File: config.mk
export PLATFORM = sky130hd
export DESIGN_NAME = bitserial_max_sel
export DESIGN_NICKNAME = d
export VERILOG_FILES = /design/src/rtl/msel_pkg.sv /design/src/rtl/msel_stage.sv /design/src/rtl/msel_final.sv /design/src/rtl/msel_idx_enc.sv /design/src/rtl/bitserial_max_sel.sv
export SDC_FILE = /design/constraint.sdc
export NUM_CORES = 1
export LEC_CHECK = 0
export ABC_AREA = 0
export BUFFER_PORTS_ARGS = -buffer_cell sky130_fd_sc_hd__clkbuf_2
export CAP_MARGIN = 20
export CORE_MARGIN = 2
export CORE_UTILIZATION = 55
export CTS_BUF_LIST = sky130_fd_sc_hd__clkbuf_2 sky130_fd_sc_hd__clkbuf_4 sky130_fd_sc_hd__clkbuf_8
export CTS_CLUSTER_SIZE = 25
export DETAILED_ROUTE_END_ITERATION = 8
export PLACE_DENSITY = 0.8
export SLEW_MARGIN = 40
export SYNTH_ARGS = -nofsm -noshare
export SYNTH_HDL_FRONTEND = slang
export SYNTH_SLANG_ARGS = --single-unit
File: constraint.sdc
create_clock -name clk -period 5.7 [get_ports clk]
set_clock_uncertainty 0.2 [all_clocks]
set_input_delay 0.57 -clock clk [delete_from_list [all_inputs] [get_ports clk]]
set_output_delay 0.57 -clock clk [all_outputs]
set_load 0.03 [all_outputs]
File: src/rtl/msel_pkg.sv
package msel_pkg;

  // Bit offset of stage s's length segment inside the concatenated length bus.
  // Stage s carries (w - s) bits for each of n entries.
  function automatic int unsigned seg_off(int unsigned n, int unsigned w, int unsigned s);
    int unsigned t;
    t = 0;
    for (int unsigned k = 0; k < s; k++) t += n * (w - k);
    return t;
  endfunction

endpackage

File: src/rtl/msel_stage.sv
// One narrowing stage: examines length bit BIT and drops the bits already used.
module msel_stage #(
  parameter int unsigned N   = 16,
  parameter int unsigned BIT = 4
) (
  input  logic                 clk,
  input  logic                 rst_n,
  input  logic                 en,
  input  logic                 v_i,
  input  logic [N-1:0]         cand_i,
  input  logic                 done_i,
  input  logic [N-1:0]         win_i,
  input  logic [N*(BIT+1)-1:0] lens_i,
  output logic                 v_o,
  output logic [N-1:0]         cand_o,
  output logic                 done_o,
  output logic [N-1:0]         win_o,
  output logic [N*BIT-1:0]     lens_o
);
  localparam int unsigned IW  = BIT + 1;
  localparam logic [N-1:0] ONE = N'(1);

  logic [N-1:0]     col, hit, keep;
  logic [N*BIT-1:0] rest;
  logic             any_hit, sole;

  always_comb begin
    for (int e = 0; e < N; e++) begin
      col[e]             = lens_i[e*IW + BIT];
      rest[e*BIT +: BIT] = lens_i[e*IW +: BIT];
    end
    hit     = cand_i & col;
    any_hit = |hit;
    sole    = any_hit && ((hit & (hit - ONE)) == '0);
    keep    = any_hit ? hit : cand_i;
  end

  always_ff @(posedge clk) begin
    if (!rst_n) begin
      v_o    <= 1'b0;
      cand_o <= '0;
      done_o <= 1'b0;
      win_o  <= '0;
      lens_o <= '0;
    end else if (en) begin
      v_o    <= v_i;
      cand_o <= done_i ? '0 : keep;
      done_o <= done_i | sole;
      win_o  <= done_i ? win_i : (sole ? hit : '0);
      lens_o <= rest;
    end
  end
endmodule

File: src/rtl/msel_final.sv
// Last stage: examines bit 1, then settles on bit 0, then lowest index.
module msel_final #(
  parameter int unsigned N = 16
) (
  input  logic           clk,
  input  logic           rst_n,
  input  logic           en,
  input  logic           v_i,
  input  logic [N-1:0]   cand_i,
  input  logic           done_i,
  input  logic [N-1:0]   win_i,
  input  logic [N*2-1:0] lens_i,
  output logic           v_o,
  output logic [N-1:0]   win_o
);
  localparam logic [N-1:0] ONE = N'(1);

  logic [N-1:0] b1, b0, hit1, k1, hit0, k0, pick;

  always_comb begin
    for (int e = 0; e < N; e++) begin
      b1[e] = lens_i[e*2 + 1];
      b0[e] = lens_i[e*2];
    end
    hit1 = cand_i & b1;
    k1   = (hit1 != '0) ? hit1 : cand_i;
    hit0 = k1 & b0;
    k0   = (hit0 != '0) ? hit0 : k1;
    pick = k0 & (~k0 + ONE);
  end

  always_ff @(posedge clk) begin
    if (!rst_n) begin
      v_o   <= 1'b0;
      win_o <= '0;
    end else if (en) begin
      v_o   <= v_i;
      win_o <= done_i ? win_i : pick;
    end
  end
endmodule

File: src/rtl/msel_idx_enc.sv
module msel_idx_enc #(
  parameter int unsigned N  = 16,
  parameter int unsigned IW = 4
) (
  input  logic [N-1:0]  win_i,
  output logic [IW-1:0] idx_o,
  output logic          any_o
);
  always_comb begin
    idx_o = '0;
    for (int i = N - 1; i >= 0; i--) begin
      if (win_i[i]) idx_o = IW'(i);
    end
    any_o = |win_i;
  end
endmodule

File: src/rtl/bitserial_max_sel.sv
module bitserial_max_sel #(
  parameter int unsigned N     = 16,
  parameter int unsigned LEN_W = 5
) (
  input  logic                   clk,
  input  logic                   rst_n,
  input  logic                   in_valid,
  output logic                   in_ready,
  input  logic [N-1:0]           in_cand,
  input  logic [N*LEN_W-1:0]     in_lens,
  output logic                   out_valid,
  input  logic                   out_ready,
  output logic [N-1:0]           out_win,
  output logic [$clog2(N)-1:0]   out_idx,
  output logic                   out_found
);
  localparam int unsigned NS     = LEN_W - 1;
  localparam int unsigned IDX_W  = $clog2(N);
  localparam int unsigned LBUS_W = msel_pkg::seg_off(N, LEN_W, NS);

  logic                   en;
  logic [NS-1:0]          vb, db;
  logic [NS-1:0][N-1:0]   cb, wb;
  logic [LBUS_W-1:0]      lb;

  assign en       = out_ready || !out_valid;
  assign in_ready = en;

  assign vb[0]              = in_valid;
  assign cb[0]              = in_cand;
  assign db[0]              = 1'b0;
  assign wb[0]              = '0;
  assign lb[0 +: N*LEN_W]   = in_lens;

  for (genvar s = 0; s < NS - 1; s++) begin : g_stage
    msel_stage #(.N(N), .BIT(LEN_W - 1 - s)) u_stage (
      .clk    (clk),
      .rst_n  (rst_n),
      .en     (en),
      .v_i    (vb[s]),
      .cand_i (cb[s]),
      .done_i (db[s]),
      .win_i  (wb[s]),
      .lens_i (lb[msel_pkg::seg_off(N, LEN_W, s) +: N*(LEN_W-s)]),
      .v_o    (vb[s+1]),
      .cand_o (cb[s+1]),
      .done_o (db[s+1]),
      .win_o  (wb[s+1]),
      .lens_o (lb[msel_pkg::seg_off(N, LEN_W, s+1) +: N*(LEN_W-s-1)])
    );
  end

  msel_final #(.N(N)) u_final (
    .clk    (clk),
    .rst_n  (rst_n),
    .en     (en),
    .v_i    (vb[NS-1]),
    .cand_i (cb[NS-1]),
    .done_i (db[NS-1]),
    .win_i  (wb[NS-1]),
    .lens_i (lb[msel_pkg::seg_off(N, LEN_W, NS-1) +: N*2]),
    .v_o    (out_valid),
    .win_o  (out_win)
  );

  msel_idx_enc #(.N(N), .IW(IDX_W)) u_enc (
    .win_i (out_win),
    .idx_o (out_idx),
    .any_o (out_found)
  );
endmodule

==> out/results.ini, run 1 <==
[power_and_ir_drop]
p_sw_share_pct = 24.9
clockPowerShare_pct = 43.2
vdd.ir_drop.worst_mv = 0.178
p_int_mw = 3.00
post-layout-total-power_mw = 4.00
combPwrFrac_pct = 7.7
seq_power_share_pct = 49.2
power.leakage_nw = 4.98
p_switching_mw = 0.996
power_per_cell_area_mw_per_mm2 = 313

[yosys]
post_synth_main_area_contributors = dfxtp_1 (47%), nand2_1 (14%), a21oi_1 (12%), o21ai_0 (3.2%), nor2_1 (3.0%)
synth-seq-cells = 263
synth.top_cells.by_count = nand2_1 (428), a21oi_1 (264), dfxtp_1 (263)
synth_flop_cell = dfxtp_1
ys_seq_area_share_pct = 46.9
netlist_area_before_placement_mm2 = 0.0112
synthDistinctLibCells = 67
synth_async_sr_flop_share_pct = 0
synthesis.yosys.warnings = 0
syn_area_per_cell_um2 = 7.61
post-synth-top-count-cell = nand2_1
yosys.area.top_type = dfxtp_1
yosys.area.top_type_share_pct = 46.9
syn-num-nets = 1574
synth_enable_flop_cells = 0
synthesis.instances = 1474

[detailed_routing]
finalWirelength_um = 31100
mean_number_of_vias_per_cell = 5.74
routed-via-count = 10600
wirelength_met1_um = 13700
met2_length_um = 14100
drc_errors = 0
antenna_left = 0
drtPass1Iterations = 6
top_layer_used = met4
met3_wirelength_um = 1960
wire_per_inst_um = 16.8
drt-initial-drc-count = 1003

[cts]
cts_max_path_buffers = 3
clkSinkCount = 263
ctsHoldBuffers = 0
cts_inserted_buffers = 43
clk_latency_ns = 0.56
cts_tree = yes
number_of_setup_buffers_added_after_cts = 0
post_cts.resized_instances = 0
path_clk_slew_ns = 0.06
clock_tree.root_cell = clkbuf_8
cts_htree_levels = 2

[timing]
final_period_minus_worst_setup_slack_ns = 3.78
setup_viol = 0
tightestPinTransition_ns = 0.822
timing.setup.tns_ns = 0
drv_slew = 0
max_slew_margin_pct = 44.7
fmaxAchievable_mhz = 264
grt_setup_unrepaired = no
finalHoldViolCount = 0
finalCritPeriodShare_pct = 66.4

[worst_setup_path]
arrival_ns = 4.04
worstPathMaxFanout = 25
criticalPathCategory = register to register
timing.critical_path.slowest_stage_cell = and4_1
path_cells = a22o_1 -> a221oi_1 -> and4_1 -> o21ai_0 -> o2111a_1 -> and4_4 -> a21o_1 -> a222oi_1 -> nand4_1 -> o41ai_2
kind_of_capture_point_of_the_worst_setup_path = register
critical_path.max_stage_delay_ns = 0.75
critPathRequiredTime_ns = 5.96
startpoint_type = register

[floorplanning]
initial_standard_cell_utilization_of_the_core_pct = 55.8
die_height_um = 147
fp.dieArea_mm2 = 0.0216
num_rows = 52
die_width_um = 147
core_region_area_mm2 = 0.0201
top_level_ports = 123

[global_route]
grt-ovfl-total = 0
number_of_antenna_violations_at_the_first_check_in_global_routing = 0
number_of_global_route_vias_before_repair = 9653
aggregate_global_route_resource_usage_pct = 28.5
grt_first_pass_wirelength_um = 50100
grt_start_max_net_pins = 117

[placed_design]
finalWeightedCongestion = 0.866
port-buffer-count = 122
place_hpwl_um = 21600

[min_path]
timing.hold.worst.class = primary input to register

[cells_and_area]
insertedDiodeCount = 0
layout-area-overhead-vs-synth_pct = 13.9
layout-drive-gt1-share_pct = 14.1
fin_nets = 1647
fillerInstances = 1799

[outcome]
status = finished, final reports clean

[run]
drv_cap = 0

cells in the final DEF (no fill, tap or decap), drive strengths merged, types with 3 or more instances in the layout:
master	n
nor4	3
clkbuf	188
o211a	3
o221ai	6
a22oi	9
a222oi	3
maj3	9
inv	14
o22ai	5
and4	3
a32oi	3
dfxtp	263
nand4	5
a21o	6
clkinv	6
and2	7
a21oi	264
nor2	92
and3	9
a211oi	5
nand3	16
a41oi	3
nor3	7
o21bai	3
o22a	26
a22o	4
a221oi	7
o211ai	26
o21ai	73
nand2	428
buf	8
o21a	7
nor3b	32
registers in the layout, summed over array words and instances, names as in the netlist:
register	count
g_stage.u_stage.win_o	48
u_final.win_o	16
g_stage.u_stage.v_o	3
g_stage.u_stage.done_o	3
g_stage.u_stage.lens_o	144
u_final.v_o	1
g_stage.u_stage.cand_o	48
metrics by stage:
stage | cell area, um2 | utilization, % | worst slack (ns) | hold WS (ns) | std cells
5_1_grt | 12800 | 63.6 | 1.57 | 0.0315 | 1848
6_report | 12800 | 63.6 | 1.92 | 0.0373 | 1848
4_1_cts | 12800 | 63.6 | 1.92 | 0.0216 | 1848
3_3_place_gp | 11800 | 58.9 | 1.94 | 0.235 | 1772
2_1_floorplan | 11200 | - | 2.68 | 0.225 | 1474
3_5_place_dp | 11900 | 58.9 | 1.92 | 0.242 | 1772
layout make-up:
class / count / area [um2] / area share [%]
clock inverter: 10 / 95.1 / 0.744
tap: 270 / 338 / 2.64
inverter: 13 / 58.8 / 0.460
multi-input combinational: 1096 / 5510 / 43.1
clock buffer: 66 / 833 / 6.52
sequential: 263 / 5270 / 41.2
timing repair buffer: 130 / 682 / 5.34
critical path: cells and delay by family, from the launching register on:
| kind | cells | cell delay [ns] |
|---|---|---|
| AOI/OAI and AO/OA | 7 | 1.97 |
| DFF | 1 | 0.32 |
| and+or+nand+nor | 3 | 1.19 |
power groups by stage:
stage / Clock (mW) / Sequential, mW / Combinational [mW]
finish: 1.73 / 1.96 / 0.306
global route: 1.83 / 1.97 / 0.341
global placement: 0 / 2.00 / 0.297
detailed placement: 0 / 2.00 / 0.301
floorplan: 0 / 1.98 / 0.208
CTS: 1.75 / 1.96 / 0.304
metal layers:
| layer | global-route usage, % | up-vias |
|---|---|---|
| met5 | 0 | - |
| met4 | 12.8 | 0 |
| met3 | 3.98 | 79 |
| met2 | 44.5 | 414 |
| met1 | 39.6 | 4872 |
| li1 | - | 5244 |
worst paths after layout:
kind	startpoint	to	slack (ns)	depth (start not counted)
worst max-delay path	g_stage[2].u_stage.lens_o[31]$_SDFFE_PN0P_	u_final.win_o[14]$_SDFFE_PN0P_	1.92	10
worst max register to register	g_stage[2].u_stage.lens_o[31]$_SDFFE_PN0P_	u_final.win_o[14]$_SDFFE_PN0P_	1.92	10
worst min register to register	g_stage[0].u_stage.lens_o[57]$_SDFFE_PN0P_	g_stage[0].u_stage.lens_o[57]$_SDFFE_PN0P_	0.25	2
worst min-delay path	in_lens[61]	g_stage[0].u_stage.lens_o[49]$_SDFFE_PN0P_	0.04	3
cells by family after synthesis:
family,count (synthesis),synth area share [%]
and+or+nand+nor,613,22.9
adders and majority gates,9,0.803
muxes,3,0.279
buffers and inverters,115,4.13
xor gates and xnor gates,2,0.156
AOI/OAI and AO/OA,469,24.9
DFF,263,46.9
No activity file was read; power rests on OpenSTA's default activity.
==> run 2: changes to the inputs <==
==> constraint.sdc (replaced) <==
create_clock -name clk -period 3.6 [get_ports clk]
set_clock_uncertainty 0.2 [all_clocks]
set_input_delay 0.36 -clock clk [delete_from_list [all_inputs] [get_ports clk]]
set_output_delay 0.36 -clock clk [all_outputs]
set_load 0.03 [all_outputs]
==> run 2 against run 1 <==
Compared with the run above: register-to-register slack lost 1.7 ns; hold slack lost 0.0063 ns; cell count grew 5.8%; die area is the same; worst setup slack lost 1.8 ns; core utilization grew 5.5 points; first-iteration DRC count grew 19%; via count grew 8.2%; combinational power grew 99%; sequential power grew 59%; global-route usage grew 3.0 points; clock-buffer cell count shrank 4.
==> out/results.ini, run 2 (synthesis gave the netlist of run 1 again) <==
[floorplanning]
initial_standard_cell_utilization_of_the_core_pct = 55.8
top_level_ports = 123
fp.dieArea_mm2 = 0.0216
num_rows = 52
core_region_area_mm2 = 0.0201
die_width_um = 147
die_height_um = 147

[global_route]
grt-ovfl-total = 0
grt_first_pass_wirelength_um = 54900
number_of_global_route_vias_before_repair = 10700
aggregate_global_route_resource_usage_pct = 31.5
number_of_antenna_violations_at_the_first_check_in_global_routing = 0
grt_start_max_net_pins = 208

[cells_and_area]
fillerInstances = 1582
layout-drive-gt1-share_pct = 13.3
layout-area-overhead-vs-synth_pct = 23.7
largest_registers = g_stage.u_stage.lens_o x144, g_stage.u_stage.cand_o x48, g_stage.u_stage.win_o x48
finalInstanceArea_mm2 = 0.0139
insertedDiodeCount = 0
largest_reg_flops = 144
final_common_cell = nand2_1
largest-register = g_stage.u_stage.lens_o
fin_nets = 1762
instances_no_fill = 1955
most-common-layout-cells = nand2_1 (428), a21oi_1 (264), dfxtp_1 (263)

[worst_setup_path]
timing.critical_path.slowest_stage_cell = dlygate4sd3_1
startpoint_type = primary input
kind_of_capture_point_of_the_worst_setup_path = register
cp.buffers_inverters = 4
worstPathMaxFanout = 10
worst_r2r_startpoint = g_stage[2].u_stage.lens_o[31]$_SDFFE_PN0P_
setup.reg_to_reg.worst_slack_ns = 0.18
worst_r2r_path_depth = 11
critical_path.max_stage_delay_ns = 0.61
critical-path-top-delay-family = buffers and inverters
arrival_ns = 3.72
critPathRequiredTime_ns = 3.86
timing.rr.end = u_final.win_o[14]$_SDFFE_PN0P_
path_cells = dlygate4sd3_1 -> clkbuf_2 -> a222oi_1 -> and3_1 -> nand3_1 -> a21oi_1 -> nand3_2 -> nor2_4 -> buf_4 -> o211ai_1 -> dlygate4sd3_1 -> a21oi_1
criticalPathCategory = primary input to register

[cts]
cts_inserted_buffers = 42
cts_htree_levels = 2
cts_tree = yes
path_clk_slew_ns = 0.06
number_of_setup_buffers_added_after_cts = 0
clk_latency_ns = 0.56
clkSinkCount = 263
clock_tree.root_cell = clkbuf_8
cts_max_path_buffers = 3

[timing]
tightestPinTransition_ns = 0.687
finalCritPeriodShare_pct = 96.3
finalHoldViolCount = 0
setup_viol = 0
finalHoldWorstSlack_ns = 0.0310
max_slew_margin_pct = 53.7
final_period_minus_worst_setup_slack_ns = 3.47
timing.setup.tns_ns = 0
drv_slew = 0
fmaxAchievable_mhz = 288

[power_and_ir_drop]
vdd.ir_drop.worst_mv = 0.335
power.leakage_nw = 5.43
post-layout-total-power_mw = 6.30
power_per_cell_area_mw_per_mm2 = 453

[min_path]
hold-path-endpoint = g_stage[0].u_stage.win_o[7]$_SDFFE_PN0P_
timing.hold.worst.start = in_lens[39]
timing.hold.worst.class = primary input to register
hold_depth = 3

[detailed_routing]
mean_number_of_vias_per_cell = 5.87
drc_errors = 0
drt-initial-drc-count = 1189
finalWirelength_um = 35200
routed-via-count = 11500
drtPass1Iterations = 7
antenna_left = 0
wire_per_inst_um = 18.0

[placed_design]
port-buffer-count = 122
detailed_place.area_mm2 = 0.0119
finalWeightedCongestion = 0.934
place.detailed.instances = 1780
place_hpwl_um = 21800

[run]
drv_cap = 0

[outcome]
status = finished, final reports clean

-- run 2: cell types whose count changed in the layout (fill, tap and decap cells not counted), sizes merged --
cell / previous run / this run
buf: 8 / 17
clkbuf: 188 / 184
clkinv: 6 / 2
clkinvlp: 2 / 1
dlygate4sd3: 0 / 107
-- run 2: worst max path at each step --
stage | startpoint | end | cells past startpoint
2_1_floorplan | g_stage[2].u_stage.lens_o[31]$_SDFFE_PN0P_ | u_final.win_o[14]$_SDFFE_PN0P_ | 13
3_3_place_gp | g_stage[2].u_stage.lens_o[31]$_SDFFE_PN0P_ | u_final.win_o[14]$_SDFFE_PN0P_ | 11
3_5_place_dp | g_stage[2].u_stage.lens_o[31]$_SDFFE_PN0P_ | u_final.win_o[14]$_SDFFE_PN0P_ | 11
4_1_cts | g_stage[2].u_stage.lens_o[29]$_SDFFE_PN0P_ | u_final.win_o[14]$_SDFFE_PN0P_ | 11
5_1_grt | in_lens[4] | g_stage[0].u_stage.cand_o[10]$_SDFFE_PN0P_ | 12
6_report | in_lens[4] | g_stage[0].u_stage.cand_o[10]$_SDFFE_PN0P_ | 12
-- run 2: worst reg2reg max path, cell delays in order (launching register included) --
cell and delay [ns]:
dfxtp_1 0.32, a22o_1 0.24, a221oi_2 0.24, and4_4 0.37, buf_4 0.19, o211ai_1 0.12, o2111a_1 0.19, and4_4 0.21
a21o_1 0.22, a222oi_1 0.42, nand4_1 0.24, o41ai_2 0.37
-- run 2: area by class of cell --
class                      count  area [um2]  share of cell area [%]
multi-input combinational   1096        5520                    39.8
sequential                   263        5270                    37.9
timing repair buffer         246        1870                    13.4
clock buffer                  62         772                    5.56
tap                          270         338                    2.43
clock inverter                 5        58.8                   0.424
inverter                      13        58.8                   0.424
-- run 2: routing by layer --
| metal | wire, um | track usage (%) | part of all wire [%] |
|---|---|---|---|
| met4 | 1580 | 15.1 | 4.5 |
| met2 | 16900 | 52.9 | 48 |
| met5 | 0 | 0 | 0 |
| met3 | 2340 | 4.44 | 6.6 |
| met1 | 14300 | 40.2 | 41 |
-- run 2: power by group --
part           leakage (nW)  internal (mW)  switching (mW)
clock network         0.440           1.44            1.14
logic                  2.84          0.259           0.349
registers              2.15           3.02          0.0914
-- run 2: metrics by stage --
stage	utilization (%)	worst slack [ns]
6_report	69.1	0.131
5_1_grt	69.1	-0.0243
4_1_cts	68.8	0.00404
3_5_place_dp	59.3	-0.0919
3_3_place_gp	59.3	0.0419
2_1_floorplan	-	0.580
-- run 2: timing repair --
| item | in CTS | in global routing |
|---|---|---|
| resized for setup | 1 | 5 |
| endpoints found under the setup margin | 1 | 14 |
| hold buffers | 107 | 0 |
| endpoints found under the hold margin | 95 | 0 |
